<file path="src/rtl/icb_pkg.sv">
// Package: shared encodings for the input capture cell bank.
// Assumes nothing beyond a 2-bit mode field per cell.
package icb_pkg;

    // Per-cell storage mode; code 2'b11 behaves as pass-through.
    typedef enum logic [1:0] {
        CM_PASS     = 2'b00,
        CM_LATCH    = 2'b01,
        CM_REG      = 2'b10,
        CM_PASS_ALT = 2'b11
    } cell_mode_e;

    localparam int unsigned MODE_W = 2;

endpackage

</file>
<file path="src/rtl/icb_cfg_regs.sv">
// Module: configuration registers of the bank.
// Holds one mode byte per group (address = group index) and one
// strobe-source register at address NUM_GRPS. Other addresses are ignored.
// Assumes NUM_GRPS does not exceed the write data width.
module icb_cfg_regs #(
    parameter int NUM_GRPS = 6,
    parameter int GRP_W    = 4,
    parameter int CFG_AW   = 3,
    localparam int CFG_DW  = 2 * GRP_W
) (
    input  logic                       clk,
    input  logic                       rst_n,
    input  logic                       cfg_we_i,
    input  logic [CFG_AW-1:0]          cfg_addr_i,
    input  logic [CFG_DW-1:0]          cfg_wdata_i,
    output logic [NUM_GRPS*CFG_DW-1:0] mode_flat_o,
    output logic [NUM_GRPS-1:0]        src_sel_o
);

    localparam logic [CFG_AW-1:0] SEL_ADDR = CFG_AW'(NUM_GRPS);

    for (genvar g = 0; g < NUM_GRPS; g++) begin : g_mode
        // Mode byte for group g: reset to all pass-through.
        always_ff @(posedge clk) begin
            if (!rst_n) begin
                mode_flat_o[g*CFG_DW +: CFG_DW] <= '0;
            end else if (cfg_we_i && cfg_addr_i == CFG_AW'(g)) begin
                mode_flat_o[g*CFG_DW +: CFG_DW] <= cfg_wdata_i;
            end
        end
    end

    // Strobe-source bits: 0 selects the address strobe (reset value).
    always_ff @(posedge clk) begin
        if (!rst_n) begin
            src_sel_o <= '0;
        end else if (cfg_we_i && cfg_addr_i == SEL_ADDR) begin
            src_sel_o <= cfg_wdata_i[NUM_GRPS-1:0];
        end
    end

endmodule

</file>
<file path="src/rtl/icb_strobe_path.sv">
// Module: per-group strobe selection and rising-edge detection.
// Assumes strobes are synchronous to clk; a rise is flagged when the
// selected level is high now and was low at the previous edge.
module icb_strobe_path #(
    parameter int NUM_GRPS = 6
) (
    input  logic                clk,
    input  logic                rst_n,
    input  logic                addr_strb_i,
    input  logic [NUM_GRPS-1:0] pterm_strb_i,
    input  logic [NUM_GRPS-1:0] src_sel_i,
    output logic [NUM_GRPS-1:0] lvl_o,
    output logic [NUM_GRPS-1:0] rise_o
);

    logic [NUM_GRPS-1:0] lvl_prev_q;

    for (genvar g = 0; g < NUM_GRPS; g++) begin : g_src
        // Source multiplexer: product term or address strobe.
        always_comb lvl_o[g] = src_sel_i[g] ? pterm_strb_i[g] : addr_strb_i;
    end

    // Previous selected level, for edge detection.
    always_ff @(posedge clk) begin
        if (!rst_n) lvl_prev_q <= '0;
        else        lvl_prev_q <= lvl_o;
    end

    // Rising edge of each selected strobe.
    always_comb rise_o = lvl_o & ~lvl_prev_q;

endmodule

</file>
<file path="src/rtl/icb_cell.sv">
// Module: one input capture cell.
// Pass-through drives the pin straight out; latch and register modes
// drive a stored bit. In pass-through the store tracks the pin so that
// a switch into a storing mode starts from the current pin value.
module icb_cell (
    input  logic       clk,
    input  logic       rst_n,
    input  logic       pin_i,
    input  logic [1:0] mode_i,
    input  logic       strb_lvl_i,
    input  logic       strb_rise_i,
    output logic       out_o
);
    import icb_pkg::*;

    cell_mode_e mode;
    logic       hold_q;

    // Decode the mode field.
    always_comb mode = cell_mode_e'(mode_i);

    // Storage element update per mode.
    always_ff @(posedge clk) begin
        if (!rst_n) begin
            hold_q <= 1'b0;
        end else begin
            case (mode)
                CM_LATCH: if (strb_lvl_i)  hold_q <= pin_i;
                CM_REG:   if (strb_rise_i) hold_q <= pin_i;
                default:  hold_q <= pin_i;
            endcase
        end
    end

    // Output select: stored bit in storing modes, pin otherwise.
    always_comb out_o = (mode == CM_LATCH || mode == CM_REG) ? hold_q : pin_i;

endmodule

</file>
<file path="src/rtl/icb_readback.sv">
// Module: registered processor readback of one port of cell outputs.
// Index values at or above NUM_PORTS read as zero.
module icb_readback #(
    parameter int NUM_PORTS = 3,
    parameter int PORT_W    = 8,
    parameter int IDX_W     = 2
) (
    input  logic                        clk,
    input  logic                        rst_n,
    input  logic                        rd_en_i,
    input  logic [IDX_W-1:0]            rd_idx_i,
    input  logic [NUM_PORTS*PORT_W-1:0] bus_i,
    output logic [PORT_W-1:0]           rd_data_o
);

    logic [PORT_W-1:0] slice;

    // Port slice selected by the index.
    always_comb begin
        slice = '0;
        for (int p = 0; p < NUM_PORTS; p++) begin
            if (rd_idx_i == IDX_W'(p)) slice = bus_i[p*PORT_W +: PORT_W];
        end
    end

    // Read data register, updated only on a request.
    always_ff @(posedge clk) begin
        if (!rst_n)       rd_data_o <= '0;
        else if (rd_en_i) rd_data_o <= slice;
    end

endmodule

</file>
<file path="src/rtl/input_cell_bank.sv">
// Module: top of the input capture cell bank.
// Instantiates the configuration registers, the per-group strobe path,
// one cell per pin and the readback port. Group of cell c is c / GRP_W.
// Assumes PORT_W is a multiple of GRP_W.
module input_cell_bank #(
    parameter int NUM_PORTS = 3,
    parameter int PORT_W    = 8,
    parameter int GRP_W     = 4,
    localparam int NUM_CELLS = NUM_PORTS * PORT_W,
    localparam int NUM_GRPS  = NUM_CELLS / GRP_W,
    localparam int CFG_AW    = $clog2(NUM_GRPS + 2),
    localparam int CFG_DW    = 2 * GRP_W,
    localparam int IDX_W     = $clog2(NUM_PORTS + 1)
) (
    input  logic                 clk,
    input  logic                 rst_n,
    input  logic [NUM_CELLS-1:0] pin_i,
    input  logic                 addr_strb_i,
    input  logic [NUM_GRPS-1:0]  pterm_strb_i,
    input  logic                 cfg_we_i,
    input  logic [CFG_AW-1:0]    cfg_addr_i,
    input  logic [CFG_DW-1:0]    cfg_wdata_i,
    input  logic                 rd_en_i,
    input  logic [IDX_W-1:0]     rd_idx_i,
    output logic [PORT_W-1:0]    rd_data_o,
    output logic [NUM_CELLS-1:0] logic_bus_o
);

    logic [NUM_GRPS*CFG_DW-1:0] mode_flat;
    logic [NUM_GRPS-1:0]        src_sel;
    logic [NUM_GRPS-1:0]        grp_lvl;
    logic [NUM_GRPS-1:0]        grp_rise;

    icb_cfg_regs #(
        .NUM_GRPS (NUM_GRPS),
        .GRP_W    (GRP_W),
        .CFG_AW   (CFG_AW)
    ) cfg_i (
        .clk         (clk),
        .rst_n       (rst_n),
        .cfg_we_i    (cfg_we_i),
        .cfg_addr_i  (cfg_addr_i),
        .cfg_wdata_i (cfg_wdata_i),
        .mode_flat_o (mode_flat),
        .src_sel_o   (src_sel)
    );

    icb_strobe_path #(
        .NUM_GRPS (NUM_GRPS)
    ) strb_i (
        .clk          (clk),
        .rst_n        (rst_n),
        .addr_strb_i  (addr_strb_i),
        .pterm_strb_i (pterm_strb_i),
        .src_sel_i    (src_sel),
        .lvl_o        (grp_lvl),
        .rise_o       (grp_rise)
    );

    for (genvar c = 0; c < NUM_CELLS; c++) begin : g_cell
        localparam int GRP = c / GRP_W;
        icb_cell cell_i (
            .clk         (clk),
            .rst_n       (rst_n),
            .pin_i       (pin_i[c]),
            .mode_i      (mode_flat[2*c +: 2]),
            .strb_lvl_i  (grp_lvl[GRP]),
            .strb_rise_i (grp_rise[GRP]),
            .out_o       (logic_bus_o[c])
        );
    end

    icb_readback #(
        .NUM_PORTS (NUM_PORTS),
        .PORT_W    (PORT_W),
        .IDX_W     (IDX_W)
    ) rb_i (
        .clk       (clk),
        .rst_n     (rst_n),
        .rd_en_i   (rd_en_i),
        .rd_idx_i  (rd_idx_i),
        .bus_i     (logic_bus_o),
        .rd_data_o (rd_data_o)
    );

endmodule

</file>
<file path="config.mk">
export PLATFORM = sky130hd
export DESIGN_NAME = input_cell_bank
export DESIGN_NICKNAME = d
export VERILOG_FILES = /design/src/rtl/icb_pkg.sv /design/src/rtl/icb_cfg_regs.sv /design/src/rtl/icb_strobe_path.sv /design/src/rtl/icb_cell.sv /design/src/rtl/icb_readback.sv /design/src/rtl/input_cell_bank.sv
export SDC_FILE = /design/constraint.sdc
export NUM_CORES = 1
export LEC_CHECK = 0
export BUFFER_PORTS_ARGS = -buffer_cell sky130_fd_sc_hd__buf_2
export CORE_MARGIN = 5
export CORE_UTILIZATION = 30
export DETAILED_ROUTE_END_ITERATION = 10
export PLACE_DENSITY = 0.53
export SYNTH_ARGS = -nofsm -noshare
export SYNTH_HDL_FRONTEND = slang
export SYNTH_SLANG_ARGS = --single-unit
export TNS_END_PERCENT = 20
</file>
<file path="constraint.sdc">
create_clock -name clk -period 2.2 [get_ports clk]
set_input_delay 0.44 -clock clk [delete_from_list [all_inputs] [get_ports clk]]
set_output_delay 0.44 -clock clk [all_outputs]
set_load 0.05 [all_outputs]
</file>
* Yosys cells after proc, flatten, opt, wreduce, memory -nomap -nowiden
Cells that the tools add are included.
** Storage, ports and cells
- Register bits :: 92
- Bits in latches :: 0
- Memory bits (writable) :: 0
- Bits in read-only memories :: 0
- Bits of input ports :: 48
- Output and inout bits :: 32
- Word-level logic and storage cells :: 301
- Memories kept :: 0
** Operators by class
- Add/subtract/negate cells :: 0
- $mul :: 0
- Divide/modulo/power cells :: 0
- $lt $le $gt $ge :: 0
- Eq/ne operators :: 104
- Shift operators :: 0
- Mux-type cells :: 105
- Bitwise logic cells :: 2
- Reductions and logical operators :: 57
** Operators by type and width (number)
- 2-bit != test (second input constant) :: 40
- 1-bit 2-to-1 mux :: 78
- 2-bit by 1-bit == test with 1-bit output (second input constant) :: 25
- 2-bit == test (second input constant) :: 25
- 1-bit case mux with 2 select lines :: 24
- 2-bit AND reduction :: 24
- 1-bit logical OR :: 24
- 8-bit 2-to-1 mux :: 3
- 2-bit by 1-bit != test with 1-bit output (second input constant) :: 8
- 3-bit == test (second input constant) :: 3
- 1-bit logical AND :: 7
- 6-bit AND :: 1
- 3-bit by 2-bit == test with 1-bit output (second input constant) :: 2
- 6-bit inverter :: 1
- 3-bit by 1-bit == test with 1-bit output (second input constant) :: 1
- 3-bit zero test :: 1
- 2-bit zero test :: 1

* Logic depth before layout (Yosys ltp)
Gate-level depths: netlist of run 1.
- Depth after elaboration :: 6
- Depth in mapped cells :: 5
- Depth with buffers taken out :: 5

* Cells and area by module
From an unflattened synthesis of run 1, not the netlist that was laid out.
** Unflattened totals
- Cell total of the unflattened synthesis :: 560
- Area total of the unflattened synthesis :: 5119.9 um^2
** Modules (own cells, without submodules)
- icb_cell :: instances 24, cells an instance 12, area each 101.3 um^2, sequential area each 20.0 um^2
- icb_cfg_regs :: instances 1, cells an instance 190, area each 1986.9 um^2, sequential area each 1081.0 um^2
- icb_readback :: instances 1, cells an instance 52, area each 437.9 um^2, sequential area each 160.2 um^2
- icb_strobe_path :: instances 1, cells an instance 30, area each 262.8 um^2, sequential area each 120.1 um^2

* Worst setup path after synthesis of run 1
No wires, ideal clock.
- Path kind :: reg2out
- From :: reg cfg_i.mode_flat_o[26]
- To :: out logic_bus_o[13]
- Data arrival time :: 1150 ps
- Data required time :: 1760 ps
- Setup slack :: 610 ps
- Cell stages (with the launch flop) :: 5
- Path buffers :: 1
- Path through :: dfxtp_1 -> inv_1 -> ha_1 -> mux2_2 -> buf_4
** On the way
- Longest elaborated chain between the ends :: 3
- Elaborated cells on any way between the ends :: 4
- Those cells by class :: 2 x eq/ne; 1 x mux; 1 x reduce/logical
** RTL lines
- start, declared :: line icb_cfg_regs.sv:16 : output logic [NUM_GRPS*CFG_DW-1:0] mode_flat_o,
- start signal, assigned by index :: line icb_cfg_regs.sv:28 : mode_flat_o[g*CFG_DW +: CFG_DW] <= cfg_wdata_i;
- 2-bit by 1-bit == test with 1-bit output or 2-bit == test (tied branches) :: line icb_cell.sv:36 : always_comb out_o = (mode == CM_LATCH || mode == CM_REG) ? hold_q : pin_i;
- 1-bit logical OR * :: line icb_cell.sv:36
- 1-bit 2-to-1 mux * :: line icb_cell.sv:36
- end, declared :: line input_cell_bank.sv:26 : output logic [NUM_CELLS-1:0] logic_bus_o
Every way passes the cells marked *; elsewhere a longest branch is shown, timed or not.

* Final worst setup path of run 1
- From :: reg cfg_i.mode_flat_o[16]
- To :: out logic_bus_o[8]
The elaborated chain is that of the path after synthesis.

==> impl_metrics.xml, run 1 <==
<?xml version="1.0" encoding="UTF-8"?>
<metrics>
  <group name="timing">
    <metric name="setup-tns-final" unit="ns">0</metric>
    <metric name="final_min_period_over_clock_period" unit="">0.957</metric>
    <metric name="final-setup-viol-count" unit="">0</metric>
    <metric name="tightest_slew" unit="ns">0.744</metric>
    <metric name="timing_max_transition_violations_final" unit="">0</metric>
    <metric name="timing.final.hold_violations" unit="">0</metric>
    <metric name="final_period_minus_worst_setup_slack" unit="ns">2.11</metric>
    <metric name="max_freq" unit="MHz">475</metric>
    <metric name="finalWorstSetupSlack" unit="ns">0.0937</metric>
    <metric name="timing.slew.headroom" unit="">0.490</metric>
    <metric name="rsz0062_at_grt" unit="">false</metric>
    <metric name="finClkSkew" unit="ns">0.00387</metric>
  </group>
  <group name="drt">
    <metric name="final_antenna_net_count" unit="">0</metric>
    <metric name="vias_per_cell" unit="">4.66</metric>
    <metric name="wirelength" unit="um">13900</metric>
    <metric name="drc" unit="">0</metric>
    <metric name="wl_per_cell" unit="um">16.3</metric>
    <metric name="first_iter_violations" unit="">159</metric>
    <metric name="dr.pass1.iters" unit="">6</metric>
    <metric name="num_vias" unit="">3960</metric>
  </group>
  <group name="power_and_ir_drop">
    <metric name="leakagePower" unit="nW">2.50</metric>
    <metric name="vdd_ir_drop_max" unit="mV">0.320</metric>
    <metric name="power.total" unit="mW">3.87</metric>
    <metric name="power_density" unit="nW/um2">651</metric>
  </group>
  <group name="layout">
    <metric name="multi_input_comb_area" unit="um2">2900</metric>
    <metric name="layout-drive-gt1-share" unit="">0.240</metric>
    <metric name="design.final.nets" unit="">716</metric>
    <metric name="ff_latch_area" unit="um2">1840</metric>
    <metric name="syn2layout_area_growth" unit="%">13.6</metric>
    <metric name="final.fill_count" unit="">1805</metric>
    <metric name="insertedDiodeCount" unit="">0</metric>
  </group>
  <group name="setup_path">
    <metric name="reg_to_reg_slack_setup" unit="ns">0.53</metric>
    <metric name="largest_incremental_delay_on_the_critical_path" unit="ns">0.40</metric>
    <metric name="cp_max_fo" unit="">3</metric>
    <metric name="required_time_at_the_worst_slack_endpoint" unit="ns">1.76</metric>
    <metric name="crit_chain" unit="">inv_1 &gt; ha_1 &gt; mux2_2 &gt; buf_2</metric>
    <metric name="cp.arrival" unit="ns">1.67</metric>
    <metric name="setup.worst_path.class" unit="">reg2out</metric>
    <metric name="worst_r2r_path_depth" unit="">5</metric>
    <metric name="worstSetupStartpointType" unit="">flip-flop</metric>
    <metric name="rr_endpoint" unit="">rb_i.rd_data_o[7]</metric>
    <metric name="origin_of_the_critical_flop_to_flop_path" unit="">cfg_i.mode_flat_o[30]</metric>
    <metric name="slowest_stage" unit="">mux2_2</metric>
    <metric name="critical_path.endpoint_type" unit="">output pin</metric>
  </group>
  <group name="clock_network">
    <metric name="clockRootBuffer" unit="">clkbuf_16</metric>
    <metric name="clkLatencyLatePin" unit="ns">0.34</metric>
    <metric name="postCtsSetupRepairBufs" unit="">0</metric>
    <metric name="clock_path_buffers" unit="">2</metric>
    <metric name="cts-htree-levels" unit="">3</metric>
    <metric name="post_cts_hold_buffer_count" unit="">0</metric>
    <metric name="cts_resized" unit="">0</metric>
    <metric name="clkTransAtPathRegs" unit="ns">0.06</metric>
    <metric name="cts_made_buffers" unit="">9</metric>
    <metric name="cts_tree" unit="">built</metric>
    <metric name="clock_sinks" unit="">92</metric>
  </group>
  <group name="min_path">
    <metric name="min-delay-start" unit="">pin_i[2]</metric>
    <metric name="min-delay-path-class" unit="">in2reg</metric>
    <metric name="whs_path_depth" unit="">3</metric>
    <metric name="timing.hold.worst_endpoint" unit="">g_cell[2].cell_i.hold_q</metric>
  </group>
  <group name="synth">
    <metric name="synth-simple-area-share" unit="">0.173</metric>
    <metric name="synth-main-ff-cell" unit="">dfxtp_1</metric>
    <metric name="synth_cell_types" unit="">28</metric>
    <metric name="cell_types_with_the_largest_area_share_after_synthesis" unit="">dfxtp_1, ha_1, mux2i_1</metric>
    <metric name="yosys-top-cells-count" unit="">nand2_1, dfxtp_1, mux2i_1</metric>
    <metric name="synth_fp_nets" unit="">669</metric>
    <metric name="post_synth_edffs" unit="">0</metric>
    <metric name="ys_async_sr_fraction" unit="">0</metric>
    <metric name="synth.avg_cell_area" unit="um2">9.13</metric>
    <metric name="post_synth_mux_area_share" unit="">0.167</metric>
    <metric name="ys_ff_latch" unit="">92</metric>
    <metric name="post_synth_xor_area_fraction" unit="">0</metric>
    <metric name="synth-warning-count" unit="">0</metric>
    <metric name="combined_area_of_all_synthesized_cells" unit="um2">5230</metric>
    <metric name="synth_area_leader_cell" unit="">dfxtp_1</metric>
    <metric name="syn-instance-count" unit="">573</metric>
    <metric name="yosysTopAreaCellShare" unit="">0.352</metric>
    <metric name="post_synth_fa_ha_maj_area_fraction" unit="">0.115</metric>
    <metric name="synth_compound_gate_area_share" unit="">0.0995</metric>
    <metric name="yosysMostFrequentCell" unit="">nand2_1</metric>
    <metric name="synth_top_family_by_area" unit="">simple AND/OR/NAND/NOR gates</metric>
    <metric name="ys_seq_area_frac" unit="">0.352</metric>
  </group>
  <group name="floorplan">
    <metric name="die_w" unit="um">142</metric>
    <metric name="initial_core_util" unit="">0.304</metric>
    <metric name="num_rows" unit="">48</metric>
    <metric name="die-area" unit="um2">20200</metric>
    <metric name="die_height" unit="um">142</metric>
    <metric name="design.core.area" unit="um2">17200</metric>
    <metric name="io-pin-count" unit="">80</metric>
  </group>
  <group name="placement">
    <metric name="dp_worst_setup_slack" unit="ns">0.439</metric>
    <metric name="place_hpwl" unit="um">10600</metric>
    <metric name="place.gp.congestion" unit="">0.827</metric>
    <metric name="place.port_buffers" unit="">79</metric>
  </group>
  <group name="global_routing">
    <metric name="grt_antenna_before_repair" unit="">0</metric>
    <metric name="grt_first_pass_wirelength" unit="um">21600</metric>
    <metric name="global_route.usage.total" unit="">0.139</metric>
    <metric name="grt_start_max_net_pins" unit="">42</metric>
    <metric name="overflow" unit="">0</metric>
    <metric name="via_count_of_the_first_global_routing_pass" unit="">4004</metric>
  </group>
  <group name="job">
    <metric name="reported_max_cap_violation_count" unit="">0</metric>
  </group>
  <group name="outcome">
    <metric name="run_status" unit="">finished clean</metric>
  </group>
</metrics>
==> cell usage in the layout, fill, tap and decap left out, types with 2 or more instances in the layout <==
cell type	n
nand2_1	103
dfxtp_1	92
buf_2	78
mux2i_1	60
inv_1	49
ha_1	48
nor2b_1	38
a22oi_1	30
or2_2	25
mux2_2	24
a21boi_0	16
clkbuf_16	9
a21boi_1	8
o21ai_0	8
a31oi_1	6
buf_4	4
nand4b_1	3
and4bb_2	2
o22ai_1	2
a21oi_1	2
a211oi_1	2
and4b_1	2
clkinv_2	2
clkbuf_1	2
clkbuf_8	2
buf_12	2
==> logic make-up after synthesis <==
family | Yosys count
adder cells (fa/ha/maj) | 48
flip-flops | 92
AO/OA/AOI/OAI | 74
multiplexers | 84
AND/OR/NAND/NOR | 178
buffers and inverters | 97
==> flip-flops by register name, summed over array words and instances (netlist names) <==
register              flops
g_cell.cell_i.hold_q     24
strb_i.lvl_prev_q         6
rb_i.rd_data_o            8
cfg_i.mode_flat_o        48
cfg_i.src_sel_o           6
==> critical path, delay by kind of cell, from the launching register on <==
family                   cells  cell delay (ns)
flip-flops                   1             0.36
multiplexers                 1             0.40
adder cells (fa/ha/maj)      1             0.27
buffers and inverters        2             0.30
==> cell type report <==
class,count,area share
repair buffers,84,0.0775
inverters,49,0.0310
clock inverters,2,0.00168
clock buffers,13,0.0438
flip-flops and latches,92,0.310
multi-input cells,384,0.489
well taps,225,0.0474
==> per-stage QoR <==
| stage | util | hold slack, ns | instance area [um2] | cells |
|---|---|---|---|---|
| floorplan | - | 0.432 | 5230 | 573 |
| global placement | 0.330 | 0.440 | 5670 | 834 |
| detailed placement | 0.330 | 0.449 | 5670 | 834 |
| CTS | 0.346 | 0.349 | 5940 | 849 |
| global route | 0.346 | 0.365 | 5940 | 849 |
| finish | 0.346 | 0.355 | 5940 | 849 |
==> per-layer routing <==
layer	global-route usage	share of wire	up-vias
met5	0	0	-
met4	0.0641	0.035	0
met3	0.0262	0.047	26
met2	0.228	0.48	83
met1	0.176	0.44	1872
li1	-	-	1979
==> power by group <==
group | leakage, nW | total, mW | internal [mW] | switching [mW]
registers | 0.753 | 1.78 | 1.73 | 0.0454
clock network | 0.135 | 1.47 | 0.820 | 0.648
logic | 1.61 | 0.621 | 0.213 | 0.408
==> how the worst max path moves through the flow <==
stage | from | endpoint | slack, ns | depth (start not counted)
finish | cfg_i.mode_flat_o[16] | logic_bus_o[8] | 0.09 | 4
global route | cfg_i.mode_flat_o[20] | logic_bus_o[10] | 0.002 | 4
CTS | cfg_i.mode_flat_o[20] | logic_bus_o[10] | 0.07 | 4
detailed placement | cfg_i.mode_flat_o[20] | logic_bus_o[10] | 0.44 | 4
global placement | cfg_i.mode_flat_o[20] | logic_bus_o[10] | 0.46 | 4
floorplan | cfg_i.mode_flat_o[26] | logic_bus_o[13] | 0.61 | 4
Power figures use the tool's default switching activity.
==> run 2: changes to the inputs <==
==> constraint.sdc (replaced) <==
create_clock -name clk -period 2.2 [get_ports clk]
set_input_delay 0.44 -clock clk [delete_from_list [all_inputs] [get_ports clk]]
set_output_delay 0.44 -clock clk [all_outputs]
set_load 0.1 [all_outputs]
==> run 2 against run 1 <==
  * First-iteration DRC count is 5.0% higher
  * Utilization rose by 0.65 points
  * Critical path depth did not move
  * Critical endpoint is now logic_bus_o[22]
==> impl_metrics.xml, run 2 (synthesis results as in run 1) <==
<?xml version="1.0" encoding="UTF-8"?>
<metrics>
  <group name="outcome">
    <metric name="run_status" unit="">finished clean</metric>
  </group>
  <group name="clock_network">
    <metric name="clockRootBuffer" unit="">clkbuf_16</metric>
    <metric name="clkTransAtPathRegs" unit="ns">0.07</metric>
    <metric name="cts_tree" unit="">built</metric>
    <metric name="postCtsSetupRepairBufs" unit="">0</metric>
    <metric name="clock_sinks" unit="">92</metric>
    <metric name="clkLatencyLatePin" unit="ns">0.34</metric>
    <metric name="cts-htree-levels" unit="">3</metric>
    <metric name="clock_path_buffers" unit="">2</metric>
    <metric name="cts_made_buffers" unit="">9</metric>
    <metric name="post_cts_hold_buffer_count" unit="">0</metric>
  </group>
  <group name="floorplan">
    <metric name="design.core.area" unit="um2">17200</metric>
    <metric name="initial_core_util" unit="">0.304</metric>
    <metric name="die_height" unit="um">142</metric>
    <metric name="die-area" unit="um2">20200</metric>
    <metric name="die_w" unit="um">142</metric>
    <metric name="io-pin-count" unit="">80</metric>
    <metric name="num_rows" unit="">48</metric>
  </group>
  <group name="setup_path">
    <metric name="reg_to_reg_slack_setup" unit="ns">0.53</metric>
    <metric name="crit_chain" unit="">inv_1 &gt; ha_1 &gt; mux2_2 &gt; clkbuf_4</metric>
    <metric name="worstSetupStartpointType" unit="">flip-flop</metric>
    <metric name="required_time_at_the_worst_slack_endpoint" unit="ns">1.76</metric>
    <metric name="rr_endpoint" unit="">rb_i.rd_data_o[7]</metric>
    <metric name="slowest_stage" unit="">mux2_2</metric>
    <metric name="largest_incremental_delay_on_the_critical_path" unit="ns">0.37</metric>
    <metric name="worst_setup_path_startpoint" unit="">cfg_i.mode_flat_o[44]</metric>
    <metric name="cp_num_buf_inv" unit="">2</metric>
    <metric name="cp_capture_point" unit="">logic_bus_o[22]</metric>
    <metric name="cp.arrival" unit="ns">1.68</metric>
    <metric name="cp_max_fo" unit="">3</metric>
    <metric name="worst_r2r_path_depth" unit="">5</metric>
    <metric name="critical_path.endpoint_type" unit="">output pin</metric>
    <metric name="critical_path_depth" unit="">4</metric>
    <metric name="crit_family" unit="">multiplexers</metric>
    <metric name="setup.worst_path.class" unit="">reg2out</metric>
    <metric name="origin_of_the_critical_flop_to_flop_path" unit="">cfg_i.mode_flat_o[30]</metric>
  </group>
  <group name="min_path">
    <metric name="min-delay-path-class" unit="">in2reg</metric>
    <metric name="whs_path_depth" unit="">3</metric>
  </group>
  <group name="power_and_ir_drop">
    <metric name="power_density" unit="nW/um2">672</metric>
    <metric name="netSwitchingPower" unit="mW">1.30</metric>
    <metric name="vdd_ir_drop_max" unit="mV">0.331</metric>
    <metric name="leakagePower" unit="nW">2.54</metric>
    <metric name="switching_share" unit="">0.318</metric>
    <metric name="clockPowerShare" unit="">0.362</metric>
    <metric name="power_frac_seq" unit="">0.436</metric>
    <metric name="combPwrFrac" unit="">0.202</metric>
    <metric name="power.internal" unit="mW">2.77</metric>
  </group>
  <group name="drt">
    <metric name="route.layer.met1.wl" unit="um">6200</metric>
    <metric name="drc" unit="">0</metric>
    <metric name="met3RoutedLength" unit="um">451</metric>
    <metric name="first_iter_violations" unit="">167</metric>
    <metric name="wirelength" unit="um">14000</metric>
    <metric name="num_vias" unit="">3985</metric>
    <metric name="routed-wl-met2" unit="um">7000</metric>
    <metric name="dr.pass1.iters" unit="">4</metric>
    <metric name="uppermost_layer_routed" unit="">met4</metric>
    <metric name="wl_per_cell" unit="um">16.4</metric>
    <metric name="final_antenna_net_count" unit="">0</metric>
    <metric name="vias_per_cell" unit="">4.68</metric>
  </group>
  <group name="layout">
    <metric name="final.fill_count" unit="">1802</metric>
    <metric name="post_layout_instance_count_excluding_filler_cells" unit="">851</metric>
    <metric name="multi_input_comb_area" unit="um2">2900</metric>
    <metric name="insertedDiodeCount" unit="">0</metric>
    <metric name="mostFrequentLayoutCell" unit="">nand2_1</metric>
    <metric name="reg.largest.list" unit="">cfg_i.mode_flat_o: 48 flops, g_cell.cell_i.hold_q: 24 flops, rb_i.rd_data_o: 8 flops</metric>
    <metric name="layout-drive-gt1-share" unit="">0.244</metric>
    <metric name="flip_flop_count_of_the_largest_register_after_layout" unit="">48</metric>
    <metric name="ff_latch_area" unit="um2">1840</metric>
    <metric name="syn2layout_area_growth" unit="%">15.7</metric>
    <metric name="design.final.nets" unit="">717</metric>
    <metric name="largest_register" unit="">cfg_i.mode_flat_o</metric>
    <metric name="layout.cells.most_common_list" unit="">nand2_1, dfxtp_1, mux2i_1, buf_2, inv_1</metric>
  </group>
  <group name="timing">
    <metric name="rsz0062_at_grt" unit="">false</metric>
    <metric name="max_freq" unit="MHz">471</metric>
    <metric name="final_min_period_over_clock_period" unit="">0.964</metric>
    <metric name="final_period_minus_worst_setup_slack" unit="ns">2.12</metric>
    <metric name="finClkSkew" unit="ns">0.00648</metric>
    <metric name="setup-tns-final" unit="ns">0</metric>
    <metric name="final-setup-viol-count" unit="">0</metric>
    <metric name="timing.slew.headroom" unit="">0.572</metric>
    <metric name="timing.final.hold_violations" unit="">0</metric>
    <metric name="timing_max_transition_violations_final" unit="">0</metric>
    <metric name="tightest_slew" unit="ns">0.624</metric>
  </group>
  <group name="job">
    <metric name="reported_max_cap_violation_count" unit="">0</metric>
  </group>
  <group name="global_routing">
    <metric name="grt_antenna_before_repair" unit="">0</metric>
    <metric name="overflow" unit="">0</metric>
    <metric name="global_route.usage.total" unit="">0.139</metric>
    <metric name="grt_first_pass_wirelength" unit="um">21800</metric>
    <metric name="via_count_of_the_first_global_routing_pass" unit="">3972</metric>
    <metric name="grt_start_max_net_pins" unit="">82</metric>
  </group>
  <group name="placement">
    <metric name="place.gp.congestion" unit="">0.808</metric>
    <metric name="place_hpwl" unit="um">10500</metric>
    <metric name="placed_cells" unit="">835</metric>
    <metric name="place.port_buffers" unit="">79</metric>
  </group>
</metrics>
run 2: changes by cell type in the layout (fill, tap and decap cells not counted), sizes merged:
cell / previous run / this run
clkbuf: 13 / 22
clkinv: 2 / 4
buf: 84 / 74
inv: 49 / 50
run 2: power groups by stage:
| stage | clock (mW) | sequential [mW] | combinational [mW] |
|---|---|---|---|
| final | 1.47 | 1.78 | 0.820 |
| after global routing | 1.58 | 1.78 | 0.869 |
| after CTS | 1.52 | 1.78 | 0.820 |
| after detailed placement | 0 | 1.81 | 0.811 |
| after global placement | 0 | 1.81 | 0.803 |
| after floorplan | 0 | 1.88 | 0.550 |
run 2: area by class of cell:
cell class                      count  area share
Timing Repair Buffer               85      0.0930
Inverter                           49      0.0304
Clock buffer                       11      0.0401
Clock inverter                      5     0.00599
Tap cell                          225      0.0465
Multi-Input combinational cell    384       0.480
Sequential cell                    92       0.304
run 2: what timing repair did:
action                                 in CTS  in global routing
gates resized for setup                     8                 13
endpoints found under the hold margin       0                  0
setup endpoints to repair                   8                 12
run 2: worst min path at each step:
stage	start	end	slack, ns
final	pin_i[19]	g_cell[19].cell_i.hold_q	0.35
after global routing	pin_i[21]	g_cell[21].cell_i.hold_q	0.36
after CTS	pin_i[4]	g_cell[4].cell_i.hold_q	0.33
after detailed placement	g_cell[15].cell_i.hold_q	g_cell[15].cell_i.hold_q	0.45
after global placement	g_cell[7].cell_i.hold_q	g_cell[7].cell_i.hold_q	0.44
after floorplan	g_cell[0].cell_i.hold_q	g_cell[0].cell_i.hold_q	0.43
run 2: worst register-to-register path, delay by kind of cell, from the launching register on:
family | cells | cell delay [ns]
adders and majority gates | 1 | 0.28
DFF | 1 | 0.35
AOI/OAI and AO/OA | 2 | 0.48
muxes | 1 | 0.38
buffers and inverters | 1 | 0.05
run 2: per-layer routing:
metal | global-route usage | up-vias
met4 | 0.0616 | 0
met5 | 0 | -
met3 | 0.0192 | 20
met2 | 0.241 | 67
li1 | - | 1980
met1 | 0.172 | 1918
run 2: per-stage QoR:
step / util / area, um2 / hold slack (ns) / worst slack [ns] / power [mW]
floorplan: - / 5230 / 0.432 / 0.565 / 2.43
global placement: 0.333 / 5720 / 0.440 / 0.350 / 2.61
detailed placement: 0.333 / 5720 / 0.449 / 0.320 / 2.63
CTS: 0.351 / 6020 / 0.334 / 0.00258 / 4.12
global route: 0.352 / 6050 / 0.356 / 0.0186 / 4.24
finish: 0.352 / 6050 / 0.346 / 0.0784 / 4.07
==> run 3: changes to the inputs <==
--- a/config.mk
+++ b/config.mk
@@ -9,7 +9,8 @@
 export CORE_MARGIN = 5
 export CORE_UTILIZATION = 30
 export DETAILED_ROUTE_END_ITERATION = 10
-export PLACE_DENSITY = 0.53
+export HOLD_SLACK_MARGIN = 0.15
+export SLEW_MARGIN = 5
 export SYNTH_ARGS = -nofsm -noshare
 export SYNTH_HDL_FRONTEND = slang
 export SYNTH_SLANG_ARGS = --single-unit
==> run 3 against run 2 <==
  * Fmax down 1.4%
  * Count of clock-buffer cells in the layout down 1
  * Cell count grew 0.71%
  * Largest power group unchanged
  * Sequential share of layout area shrank 0.056 points
==> impl_metrics.xml, run 3 (synthesis results as in run 1) <==
<?xml version="1.0" encoding="UTF-8"?>
<metrics>
  <group name="timing">
    <metric name="setup-tns-final" unit="ns">0</metric>
    <metric name="timing_max_transition_violations_final" unit="">0</metric>
    <metric name="finClkSkew" unit="ns">0.00820</metric>
    <metric name="timing.final.hold_violations" unit="">0</metric>
    <metric name="final_min_period_over_clock_period" unit="">0.978</metric>
    <metric name="hold_ws" unit="ns">0.346</metric>
    <metric name="final-setup-viol-count" unit="">0</metric>
    <metric name="final_period_minus_worst_setup_slack" unit="ns">2.15</metric>
    <metric name="finalWorstSetupSlack" unit="ns">0.0488</metric>
    <metric name="tightest_slew" unit="ns">0.583</metric>
    <metric name="timing.slew.headroom" unit="">0.600</metric>
    <metric name="rsz0062_at_grt" unit="">false</metric>
    <metric name="max_freq" unit="MHz">465</metric>
  </group>
  <group name="floorplan">
    <metric name="design.core.area" unit="um2">17200</metric>
    <metric name="io-pin-count" unit="">80</metric>
    <metric name="num_rows" unit="">48</metric>
    <metric name="die-area" unit="um2">20200</metric>
    <metric name="die_w" unit="um">142</metric>
    <metric name="initial_core_util" unit="">0.304</metric>
    <metric name="die_height" unit="um">142</metric>
  </group>
  <group name="layout">
    <metric name="layout.cells.most_common_list" unit="">nand2_1, dfxtp_1, mux2i_1, buf_2, inv_1</metric>
    <metric name="syn2layout_area_growth" unit="%">16.0</metric>
    <metric name="largest_register" unit="">cfg_i.mode_flat_o</metric>
    <metric name="layout-drive-gt1-share" unit="">0.249</metric>
    <metric name="post_layout_instance_count_excluding_filler_cells" unit="">857</metric>
    <metric name="final_design_area_excluding_fillers" unit="um2">6060</metric>
    <metric name="flip_flop_count_of_the_largest_register_after_layout" unit="">48</metric>
    <metric name="final.fill_count" unit="">1837</metric>
    <metric name="reg.largest.list" unit="">cfg_i.mode_flat_o: 48 flops, g_cell.cell_i.hold_q: 24 flops, rb_i.rd_data_o: 8 flops</metric>
    <metric name="mostFrequentLayoutCell" unit="">nand2_1</metric>
    <metric name="design.final.nets" unit="">721</metric>
    <metric name="postLayoutCoreUtil" unit="">0.353</metric>
  </group>
  <group name="drt">
    <metric name="wirelength" unit="um">13400</metric>
    <metric name="dr.pass1.iters" unit="">4</metric>
    <metric name="num_vias" unit="">3894</metric>
    <metric name="first_iter_violations" unit="">258</metric>
    <metric name="final_antenna_net_count" unit="">0</metric>
    <metric name="wl_per_cell" unit="um">15.6</metric>
    <metric name="vias_per_cell" unit="">4.54</metric>
    <metric name="drc" unit="">0</metric>
  </group>
  <group name="setup_path">
    <metric name="critical_path.endpoint_type" unit="">output pin</metric>
    <metric name="cp_max_fo" unit="">3</metric>
    <metric name="cp.arrival" unit="ns">1.71</metric>
    <metric name="worstSetupStartpointType" unit="">flip-flop</metric>
    <metric name="required_time_at_the_worst_slack_endpoint" unit="ns">1.76</metric>
    <metric name="setup.worst_path.class" unit="">reg2out</metric>
  </group>
  <group name="power_and_ir_drop">
    <metric name="leakagePower" unit="nW">2.54</metric>
    <metric name="vdd_ir_drop_max" unit="mV">0.377</metric>
    <metric name="power.total" unit="mW">4.02</metric>
    <metric name="power_density" unit="nW/um2">663</metric>
  </group>
  <group name="clock_network">
    <metric name="clock_path_buffers" unit="">2</metric>
    <metric name="clock_sinks" unit="">92</metric>
    <metric name="clkTransAtPathRegs" unit="ns">0.06</metric>
    <metric name="post_cts_hold_buffer_count" unit="">0</metric>
    <metric name="cts_tree" unit="">built</metric>
    <metric name="cts_made_buffers" unit="">9</metric>
    <metric name="clockRootBuffer" unit="">clkbuf_16</metric>
    <metric name="cts-htree-levels" unit="">3</metric>
    <metric name="clkLatencyLatePin" unit="ns">0.35</metric>
    <metric name="postCtsSetupRepairBufs" unit="">0</metric>
  </group>
  <group name="placement">
    <metric name="place.gp.congestion" unit="">0.753</metric>
    <metric name="placed_cells" unit="">839</metric>
    <metric name="place_hpwl" unit="um">10300</metric>
    <metric name="dp_worst_setup_slack" unit="ns">0.333</metric>
    <metric name="dpl_cell_area" unit="um2">5730</metric>
    <metric name="place.port_buffers" unit="">79</metric>
  </group>
  <group name="global_routing">
    <metric name="via_count_of_the_first_global_routing_pass" unit="">3738</metric>
    <metric name="overflow" unit="">0</metric>
    <metric name="grt_antenna_before_repair" unit="">0</metric>
    <metric name="grt_first_pass_wirelength" unit="um">21000</metric>
    <metric name="grt_start_max_net_pins" unit="">35</metric>
    <metric name="global_route.usage.total" unit="">0.136</metric>
  </group>
  <group name="job">
    <metric name="reported_max_cap_violation_count" unit="">0</metric>
  </group>
  <group name="outcome">
    <metric name="run_status" unit="">finished clean</metric>
  </group>
  <group name="min_path">
    <metric name="min-delay-path-class" unit="">in2reg</metric>
  </group>
</metrics>
run 3: changes by cell type in the layout (fill, tap and decap cells not counted):
cell	previous run	this run
clkbuf_4	11	16
clkinvlp_4	0	3
diode_2	0	2
buf_12	5	4
buf_2	55	56
buf_4	14	13
clkbuf_8	1	0
clkinv_4	2	1
inv_6	1	0
run 3: worst max-delay path, stage by stage (launching register included):
cell and delay, ns:
dfxtp_1 0.35, inv_1 0.05, ha_1 0.30, mux2_2 0.24, buf_2 0.42
run 3: area by class of cell:
class	count	area, um2	share of cell area
Antenna cell	2	5.00	0.000825
Clock buffer	10	229	0.0378
Clock inverter	6	41.3	0.00681
Inverter	49	184	0.0303
Multi-Input combinational cell	384	2900	0.479
Sequential cell	92	1840	0.304
Tap cell	225	282	0.0464
Timing Repair Buffer	89	578	0.0953
run 3: final timing paths:
check                                             start                 endpoint  slack [ns]  cells past startpoint
worst max-delay path              cfg_i.mode_flat_o[10]           logic_bus_o[5]        0.05                      4
worst min-delay path                           pin_i[4]  g_cell[4].cell_i.hold_q        0.35                      3
worst max register to register     cfg_i.mode_flat_o[8]        rb_i.rd_data_o[4]        0.52                      5
worst min register to register  g_cell[7].cell_i.hold_q  g_cell[7].cell_i.hold_q        0.46                      2
run 3: power breakdown:
part	internal, mW	switching (mW)
Clock	0.764	0.677
Sequential	1.73	0.0438
Combinational	0.239	0.568
run 3: metal layers:
layer,part of all wire,up-vias,track usage
met1,0.47,1812,0.185
met5,0,-,0
met3,0.064,12,0.0302
li1,-,1995,-
met4,0.0095,0,0.0303
met2,0.46,75,0.220
run 3: repair_timing:
item                       CTS  global route
setup endpoints to repair    3            19
gates resized for setup      3            22
pin swaps                    0             0
